<file path="src/rtl/line_band_fx_pkg.sv">
package line_band_fx_pkg;
  typedef enum logic {
    FX_NEGATIVE = 1'b0,
    FX_BLINK    = 1'b1
  } fx_mode_e;
endpackage

</file>
<file path="src/rtl/lbf_cfg_shadow.sv">
module lbf_cfg_shadow
  import line_band_fx_pkg::*;
#(
  parameter int LINE_W = 8
) (
  input  logic              clk_i,
  input  logic              rst_ni,
  input  logic              load_i,
  input  logic              en_i,
  input  logic              mode_i,
  input  logic [LINE_W-1:0] first_i,
  input  logic [LINE_W-1:0] last_i,
  output logic              en_o,
  output fx_mode_e          mode_o,
  output logic [LINE_W-1:0] first_o,
  output logic [LINE_W-1:0] last_o
);
  always_ff @(posedge clk_i or negedge rst_ni) begin
    if (!rst_ni) begin
      en_o    <= 1'b0;
      mode_o  <= FX_NEGATIVE;
      first_o <= '0;
      last_o  <= '0;
    end else if (load_i) begin
      en_o    <= en_i;
      mode_o  <= fx_mode_e'(mode_i);
      first_o <= first_i;
      last_o  <= last_i;
    end
  end

  // shadow only moves on a frame start
  a_r7_hold_between_frames: assert property (@(posedge clk_i) disable iff (!rst_ni)
    !load_i |=> $stable({en_o, mode_o, first_o, last_o}));
  a_r7_load_on_frame: assert property (@(posedge clk_i) disable iff (!rst_ni)
    load_i |=> (en_o == $past(en_i)) && (first_o == $past(first_i)) && (last_o == $past(last_i)));
endmodule

</file>
<file path="src/rtl/lbf_blink_timer.sv">
module lbf_blink_timer #(
  parameter int PERIOD = 32
) (
  input  logic clk_i,
  input  logic rst_ni,
  input  logic tick_i,
  output logic phase_o
);
  localparam int CNT_W = (PERIOD > 1) ? $clog2(PERIOD) : 1;
  localparam logic [CNT_W-1:0] CNT_MAX = CNT_W'(PERIOD - 1);

  logic [CNT_W-1:0] cnt_q;
  logic             wrap;

  assign wrap = tick_i && (cnt_q == CNT_MAX);

  always_ff @(posedge clk_i or negedge rst_ni) begin
    if (!rst_ni) begin
      cnt_q   <= '0;
      phase_o <= 1'b0;
    end else if (tick_i) begin
      cnt_q <= wrap ? '0 : cnt_q + 1'b1;
      if (wrap) phase_o <= ~phase_o;
    end
  end

  a_r5_phase_flips_on_wrap: assert property (@(posedge clk_i) disable iff (!rst_ni)
    (tick_i && cnt_q == CNT_MAX) |=> phase_o != $past(phase_o));
  a_r5_phase_steady: assert property (@(posedge clk_i) disable iff (!rst_ni)
    !(tick_i && cnt_q == CNT_MAX) |=> $stable(phase_o));
  a_r5_count_idle: assert property (@(posedge clk_i) disable iff (!rst_ni)
    !tick_i |=> $stable(cnt_q));
endmodule

</file>
<file path="src/rtl/lbf_band_match.sv">
module lbf_band_match #(
  parameter int LINE_W = 8
) (
  input  logic [LINE_W-1:0] line_i,
  input  logic [LINE_W-1:0] first_i,
  input  logic [LINE_W-1:0] last_i,
  output logic              hit_o
);
  // both limits included; first > last yields an empty band
  assign hit_o = (line_i >= first_i) && (line_i <= last_i);
endmodule

</file>
<file path="src/rtl/line_band_fx.sv">
module line_band_fx
  import line_band_fx_pkg::*;
#(
  parameter int LINE_W       = 8,
  parameter int GW           = 6,
  parameter int NCH          = 3,
  parameter int BLINK_FRAMES = 32
) (
  input  logic              clk_i,
  input  logic              rst_ni,
  input  logic              frame_start_i,
  input  logic              cfg_en_i,
  input  logic              cfg_mode_i,
  input  logic [LINE_W-1:0] cfg_first_i,
  input  logic [LINE_W-1:0] cfg_last_i,
  input  logic [LINE_W-1:0] line_i,
  input  logic              dummy_col_i,
  input  logic [NCH*GW-1:0] pix_i,
  output logic [NCH*GW-1:0] pix_o
);
  localparam int PW = NCH * GW;

  logic              en_q;
  fx_mode_e          mode_q;
  logic [LINE_W-1:0] first_q, last_q;
  logic              phase;
  logic              hit;
  logic              flip;

  lbf_cfg_shadow #(.LINE_W(LINE_W)) u_shadow (
    .clk_i   (clk_i),
    .rst_ni  (rst_ni),
    .load_i  (frame_start_i),
    .en_i    (cfg_en_i),
    .mode_i  (cfg_mode_i),
    .first_i (cfg_first_i),
    .last_i  (cfg_last_i),
    .en_o    (en_q),
    .mode_o  (mode_q),
    .first_o (first_q),
    .last_o  (last_q)
  );

  lbf_blink_timer #(.PERIOD(BLINK_FRAMES)) u_timer (
    .clk_i   (clk_i),
    .rst_ni  (rst_ni),
    .tick_i  (frame_start_i),
    .phase_o (phase)
  );

  lbf_band_match #(.LINE_W(LINE_W)) u_match (
    .line_i  (line_i),
    .first_i (first_q),
    .last_i  (last_q),
    .hit_o   (hit)
  );

  // dummy columns bypass both enable and mode
  assign flip = en_q && hit && !dummy_col_i && ((mode_q == FX_NEGATIVE) || phase);

  for (genvar c = 0; c < NCH; c++) begin : g_ch
    assign pix_o[c*GW +: GW] = flip ? ~pix_i[c*GW +: GW] : pix_i[c*GW +: GW];
  end

  a_r6_dummy_passes: assert property (@(posedge clk_i) disable iff (!rst_ni)
    dummy_col_i |-> pix_o == pix_i);
  a_r2_disabled_passes: assert property (@(posedge clk_i) disable iff (!rst_ni)
    !en_q |-> pix_o == pix_i);
  a_r4_empty_band: assert property (@(posedge clk_i) disable iff (!rst_ni)
    (first_q > last_q) |-> pix_o == pix_i);
  a_r3_only_two_outcomes: assert property (@(posedge clk_i) disable iff (!rst_ni)
    (pix_o == pix_i) || (pix_o == PW'(~pix_i)));
endmodule

</file>
<file path="config.mk">
export PLATFORM = sky130hd
export DESIGN_NAME = line_band_fx
export DESIGN_NICKNAME = d
export VERILOG_FILES = /design/src/rtl/line_band_fx_pkg.sv /design/src/rtl/lbf_cfg_shadow.sv /design/src/rtl/lbf_blink_timer.sv /design/src/rtl/lbf_band_match.sv /design/src/rtl/line_band_fx.sv
export SDC_FILE = /design/constraint.sdc
export NUM_CORES = 1
export LEC_CHECK = 0
export BUFFER_PORTS_ARGS = -buffer_cell sky130_fd_sc_hd__buf_2
export CAP_MARGIN = 10
export CELL_PAD_IN_SITES_DETAIL_PLACEMENT = 1
export CELL_PAD_IN_SITES_GLOBAL_PLACEMENT = 1
export CORE_AREA = 5 5 76 78
export CTS_CLUSTER_SIZE = 12
export DETAILED_ROUTE_END_ITERATION = 12
export DIE_AREA = 0 0 81 83
export GPL_TIMING_DRIVEN = 0
export PLACE_DENSITY = 0.73
export SLEW_MARGIN = 5
export SYNTH_ARGS = -nofsm -noshare
export SYNTH_HDL_FRONTEND = slang
export SYNTH_SLANG_ARGS = --single-unit
</file>
<file path="constraint.sdc">
create_clock -name clk_i -period 1.84 [get_ports clk_i]
set_input_delay 0.092 -clock clk_i [delete_from_list [all_inputs] [get_ports clk_i]]
set_output_delay 0.092 -clock clk_i [all_outputs]
set_load 0.05 [all_outputs]
</file>
Word-level counts from Yosys, hierarchy flattened
Cells that the tools add are included.

Register bits after elaboration: 24. Input port bits: 48. Output and inout bits: 18. Logic and storage cells: 27.

Add/sub/neg operators: 1. Magnitude comparators: 2. Equal/unequal tests: 1. Mux-type cells: 4. Bitwise operators: 5. Reduce and logical (&&, ||, !) cells: 8.

Operators with widths (count): $mux W6 (3); $not A6 Y6 (3); $ge A8 B8 Y1 (1); $le A8 B8 Y1 (1); $add A5 B1 Y5 const B (1); $eq A5 B5 Y1 const B (1); $logic_and A1 B1 Y1 (5); $mux W5 (1); $not A1 Y1 (2); $reduce_and A2 Y1 (1); $logic_not A1 Y1 (1); $logic_or A1 B1 Y1 (1).

Longest topological paths before layout
Depth in word-level cells: 6. Depth in mapped cells: 9. Depth with buffers taken out: 7.

Modules after synthesis
From an unflattened synthesis, not the netlist that was laid out.

Cell total of the unflattened synthesis: 143. Area total of the unflattened synthesis: 1629.1 um^2.

By module, submodules not included: lbf_cfg_shadow (times used 1, cells an instance 38, area an instance 721.9 um^2, seq. area each 450.4 um^2); lbf_band_match (times used 1, cells an instance 57, area an instance 401.6 um^2, seq. area each 0.0 um^2); lbf_blink_timer (times used 1, cells an instance 25, area an instance 289.0 um^2, seq. area each 150.1 um^2); line_band_fx (times used 1, cells an instance 23, area an instance 216.5 um^2, seq. area each 0.0 um^2).

Least setup slack after synthesis
No wires, ideal clock.

Path kind: reg-to-output. Start: register u_shadow.first_o[5]. End: output port pix_o[10]. Arrival time: 2.425 ns. Data required time: 1.748 ns. Setup slack: -0.677 ns. Stages on the path, launching flop included: 10. Path buffers: 2. Cell sequence: dfrtp_1 -> inv_1 -> ha_1 -> nand2_1 -> or3_1 -> o221ai_1 -> and4bb_1 -> buf_6 -> buf_12 -> xor2_1.

Longest elaborated chain between the ends: 6.

RTL lines: start, declared (RTL line lbf_cfg_shadow.sv:15) `output logic [LINE_W-1:0] first_o,`; start signal, assigned (RTL line lbf_cfg_shadow.sv:27) `first_o <= first_i;`; $ge A8 B8 Y1 (RTL line lbf_band_match.sv:10) `assign hit_o = (line_i >= first_i) && (line_i <= last_i);`; $logic_and A1 B1 Y1 (RTL line lbf_band_match.sv:10); $logic_and A1 B1 Y1 (3 in series) (RTL line line_band_fx.sv:59) `assign flip = en_q && hit && !dummy_col_i && ((mode_q == FX_NEGATIVE) || phase);`; $mux W6 (RTL line line_band_fx.sv:62) `assign pix_o[c*GW +: GW] = flip ? ~pix_i[c*GW +: GW] : pix_i[c*GW +: GW];`; end, declared (RTL line line_band_fx.sv:19) `output logic [NCH*GW-1:0] pix_o`.

Every way passes these cells.

Final worst setup path
Start: register u_shadow.first_o[4]. End: output port pix_o[1].

The elaborated chain is that of the path after synthesis.

==> results.md <==
- From synthesis to final layout, the design area changed by 67.9%.
- The floorplan step set the die width to roughly 81 um.
- The share of power burned in registers is 0.380.
- The checks that failed: negative setup slack.
- The count of routing violations after the opening detailed-route iteration is 12.
- The relative contribution of the clock network to total power is 0.203.
- Dividing total power by cell area gives a power density of a little over 700 nW/um^2.
- During placement, the flow inserted port buffers numbering 65.
- Setup repair after global routing could not meet its margin everywhere.
- After detailed routing, the number of vias per cell comes to 4.48.
- The internal cell power is 1.16 mW.
- The pin count of the biggest net entering global routing is 25.
- The number of global-route vias before repair is 1566.
- The H-tree depth reported by CTS is 1.
- Summed over all cells, the static leakage comes to 1.17 nW.
- The share of cells above drive strength 1 is 0.498.
- Setup violations remaining at the end of the flow were counted as 18.
- The peak supply drop is between 0.0005 and 0.0006 V.
- The mean cell area of the mapped netlist is 9.62 sq um.
- Clock skew on the completed layout was measured at 3.78 ps.
- The clock insertion delay at the later pin of the skew report is 260 ps.
- The master cell of the clock root buffer is sky130_fd_sc_hd__clkbuf_8.
- The number of nets in the synthesized netlist is ~220.
- Summed over all nets, the half-perimeter wirelength after detailed placement is 3360 um.
- The slew of the pin with the lowest slew margin is 559 ps.
- The number of hold violations in the final report is 0.
- The max capacitance violation total is 0.
- The number of buffers added by the clock tree synthesis step is 3.
- OpenSTA, run right after detailed placement, puts the worst setup slack at -606 ps.
- For this run, the number of standard cells in the final layout without fillers is approximately 300.
- The number of placed instances, taps included, is 292.
- The register area is ~600 sq um.
- In the final routed layout, each cell accounts on average for about 14 um.
- The achievable clock frequency is ~400 MHz.
- The routed layout has 1347 vias.
- The multi-input combinational cells in the finished layout cover a total of 1150 sq um.
- The max-slew violation total from the final report is 0.
- The worst setup path is launched from a flip-flop.
- The least setup slack across all paths after layout is -656 ps.
- The I/O pin count is 66.
- The number of antenna repair diodes is 0.
- The synthesized area is 1510 sq um.
- The worst register-to-register path begins at u_timer.cnt_q[0].
- The number of inserted filler cells in the final layout is ~560.
- The count of warnings emitted by yosys is 0.
- The power spent charging and discharging nets is 638 uW.
- The arrival time reported for the critical path endpoint is 2400 ps.
- The clock tree from TritonCTS is done.
- The area inside the core boundary is about 5000 sq um.
- The setup path with the least slack is of type reg -> out.
- The first global-routing pass estimated between 7000 and 8000 um of wire.
- In the post-synthesis netlist, the biggest area contributors are sky130_fd_sc_hd__dfrtp_1, sky130_fd_sc_hd__ha_1, sky130_fd_sc_hd__xor2_1.
- In this run the worst path has a maximum fanout of 5.
- The origin of the worst min-delay path is cfg_last_i[7].
- The dominant cell type by area after synthesis is sky130_fd_sc_hd__dfrtp_1.
- Of the available clock period, the critical path in the final layout requires 1.36.
- The first detailed-routing pass ran for 2 iterations.
- The global route total overflow is 0.
- Counting flops and latches in the post-synthesis netlist gives 24.
- The longest clock path from root to sink contains 2 buffers.
- STA classifies the critical path endpoint as an output pin.
- The count of unresolved DRC violations after routing is 0.
- For this design, the sink count on the clock tree is 24.
- The shortest clock period the worst path allows after layout is 2500 ps.
- Of the post-synthesis cell area, the dominant cell type holds 0.398.
- In the final design database the tool counted 298 nets.
- Of the total power, the share spent switching nets is 0.356.
- The full die area is 6720 sq um.
- Clock-pin slew was measured on the worst setup and hold paths at 90 ps.
- The share of the Yosys chip area taken by registers is 0.398.
- In this run the worst setup path begins at u_shadow.first_o[4].
- The detail route stage leaves a number of antenna-violating nets equal to 0.
- The total routing usage reported by global routing is 0.132.
- Synthesis produced a netlist whose cell count is 157.
- The worst hold path class is in -> reg.
- The most common cell after layout, fill and taps aside is sky130_fd_sc_hd__buf_2.
- The run finished, with violations left.
- The count of unique library cells instantiated by Yosys is 24.
- The required time of the critical path is 1750 ps.
- Of the total power, combinational logic draws 0.417.
- The routability congestion estimate from global placement is ~0.78.
- The slack of the worst reg-to-reg path is 260 ps.
- The top cell types in the final layout, fill and taps aside, are sky130_fd_sc_hd__buf_2, sky130_fd_sc_hd__dfrtp_1, sky130_fd_sc_hd__nand2_1, sky130_fd_sc_hd__o21ai_0, sky130_fd_sc_hd__buf_6.
- The normalized max-slew margin is 0.627.
- The sum of routed wire length over all layers is 4260 um.
- The starting density of the core is 0.301.
- The initial antenna violation count is 0.
- From bottom edge to top edge, the die measures 83 um.
- The number of core rows is 26.
[power by group through the flow]
stage	Combinational, mW	Clock, mW	Sequential (mW)
detailed placement	0.631	0	0.689
CTS	0.724	0.377	0.682
floorplan	0.458	0	0.673
global route	0.833	0.403	0.697
global placement	0.606	0	0.685
finish	0.748	0.364	0.682
[cells in the mapped netlist (all sizes together)]
cell type	count
a211o	1
a21oi	6
a31oi	1
and3	2
and4bb	1
buf	2
clkbuf	4
dfrtp	24
ha	18
inv	16
mux2	6
nand2	23
nand2b	3
nand3b	1
nand4	2
nor2	2
nor2b	2
o211ai	1
o21ai	21
o221ai	1
or3	1
xnor2	1
xor2	18
[worst max-delay path, stage by stage, from the launching register on]
cell and delay, ps:
sky130_fd_sc_hd__dfrtp_1 350, sky130_fd_sc_hd__inv_2 50, sky130_fd_sc_hd__ha_4 250, sky130_fd_sc_hd__nand2_2 40
sky130_fd_sc_hd__or3_1 370, sky130_fd_sc_hd__o221ai_2 180, sky130_fd_sc_hd__and4bb_1 270, sky130_fd_sc_hd__buf_12 140
sky130_fd_sc_hd__buf_6 150, sky130_fd_sc_hd__xor2_2 160, sky130_fd_sc_hd__buf_6 180
[per-stage QoR]
stage | utilization | cell area (sq um) | setup TNS, ps | hold WS (ps) | total power, mW
final | 0.506 | 2530 | -11520 | 35.8 | 1.79
after global routing | 0.506 | 2530 | -13640 | 32.3 | 1.93
after CTS | 0.494 | 2470 | -11820 | 36.0 | 1.78
after detailed placement | 0.436 | 2180 | -8830 | 117 | 1.32
after global placement | 0.436 | 2180 | -8430 | 108 | 1.29
after floorplan | - | 1770 | -6630 | -204 | 1.13
[path summary, 6_finish.rpt]
kind | cells after the start | end
setup / recovery | 10 | pix_o[1]
hold / removal | 3 | u_shadow.last_o[7]
setup reg to reg | 6 | u_timer.cnt_q[2]
hold reg to reg | 1 | u_timer.phase_o
max in group asynchronous | 2 | u_shadow.first_o[7]
min in group asynchronous | 2 | u_shadow.last_o[2]
[state kept, by name, summed over array words and instances, names as in the netlist]
name,flops
u_shadow.first_o,8
u_timer.cnt_q,5
u_shadow.mode_o,1
u_shadow.en_o,1
u_timer.phase_o,1
u_shadow.last_o,8
[metal layers]
| layer | wire length [um] | vias to the layer above | global-route usage | share of wire |
|---|---|---|---|---|
| met3 | 377 | 2 | 0.0335 | 0.088 |
| li1 | - | 656 | - | - |
| met5 | 0 | - | 0 | 0 |
| met4 | 16 | 0 | 0.0184 | 0.0038 |
| met1 | 1680 | 640 | 0.152 | 0.39 |
| met2 | 2190 | 49 | 0.243 | 0.51 |
[final cells by class]
| class | count | share of cell area |
|---|---|---|
| sequential | 24 | 0.237 |
| multi-input combinational | 111 | 0.455 |
| clock buffer | 4 | 0.0217 |
| timing repair buffer | 70 | 0.204 |
| tap | 70 | 0.0346 |
| inverter | 16 | 0.0237 |
| buffer | 6 | 0.0247 |
[kinds of logic after synthesis]
kind of cell	Yosys count	synth area share
flops	24	0.398
compound gates	31	0.111
xor+xnor	19	0.110
fa+ha+maj	18	0.149
simple gates	37	0.117
mux	6	0.0447
buf+inv	22	0.0704
[what timing repair did]
action | 4_1_cts | 5_1_grt
hold buffers | 1 | 0
buffers inserted | 3 | 0
setup endpoints to repair | 18 | 18
endpoints found under the hold margin | 24 | 0
pin swaps | 16 | 7
gates cloned | 1 | 0
resized for setup | 48 | 11
Note: power is estimated with default switching activity, not from simulation.
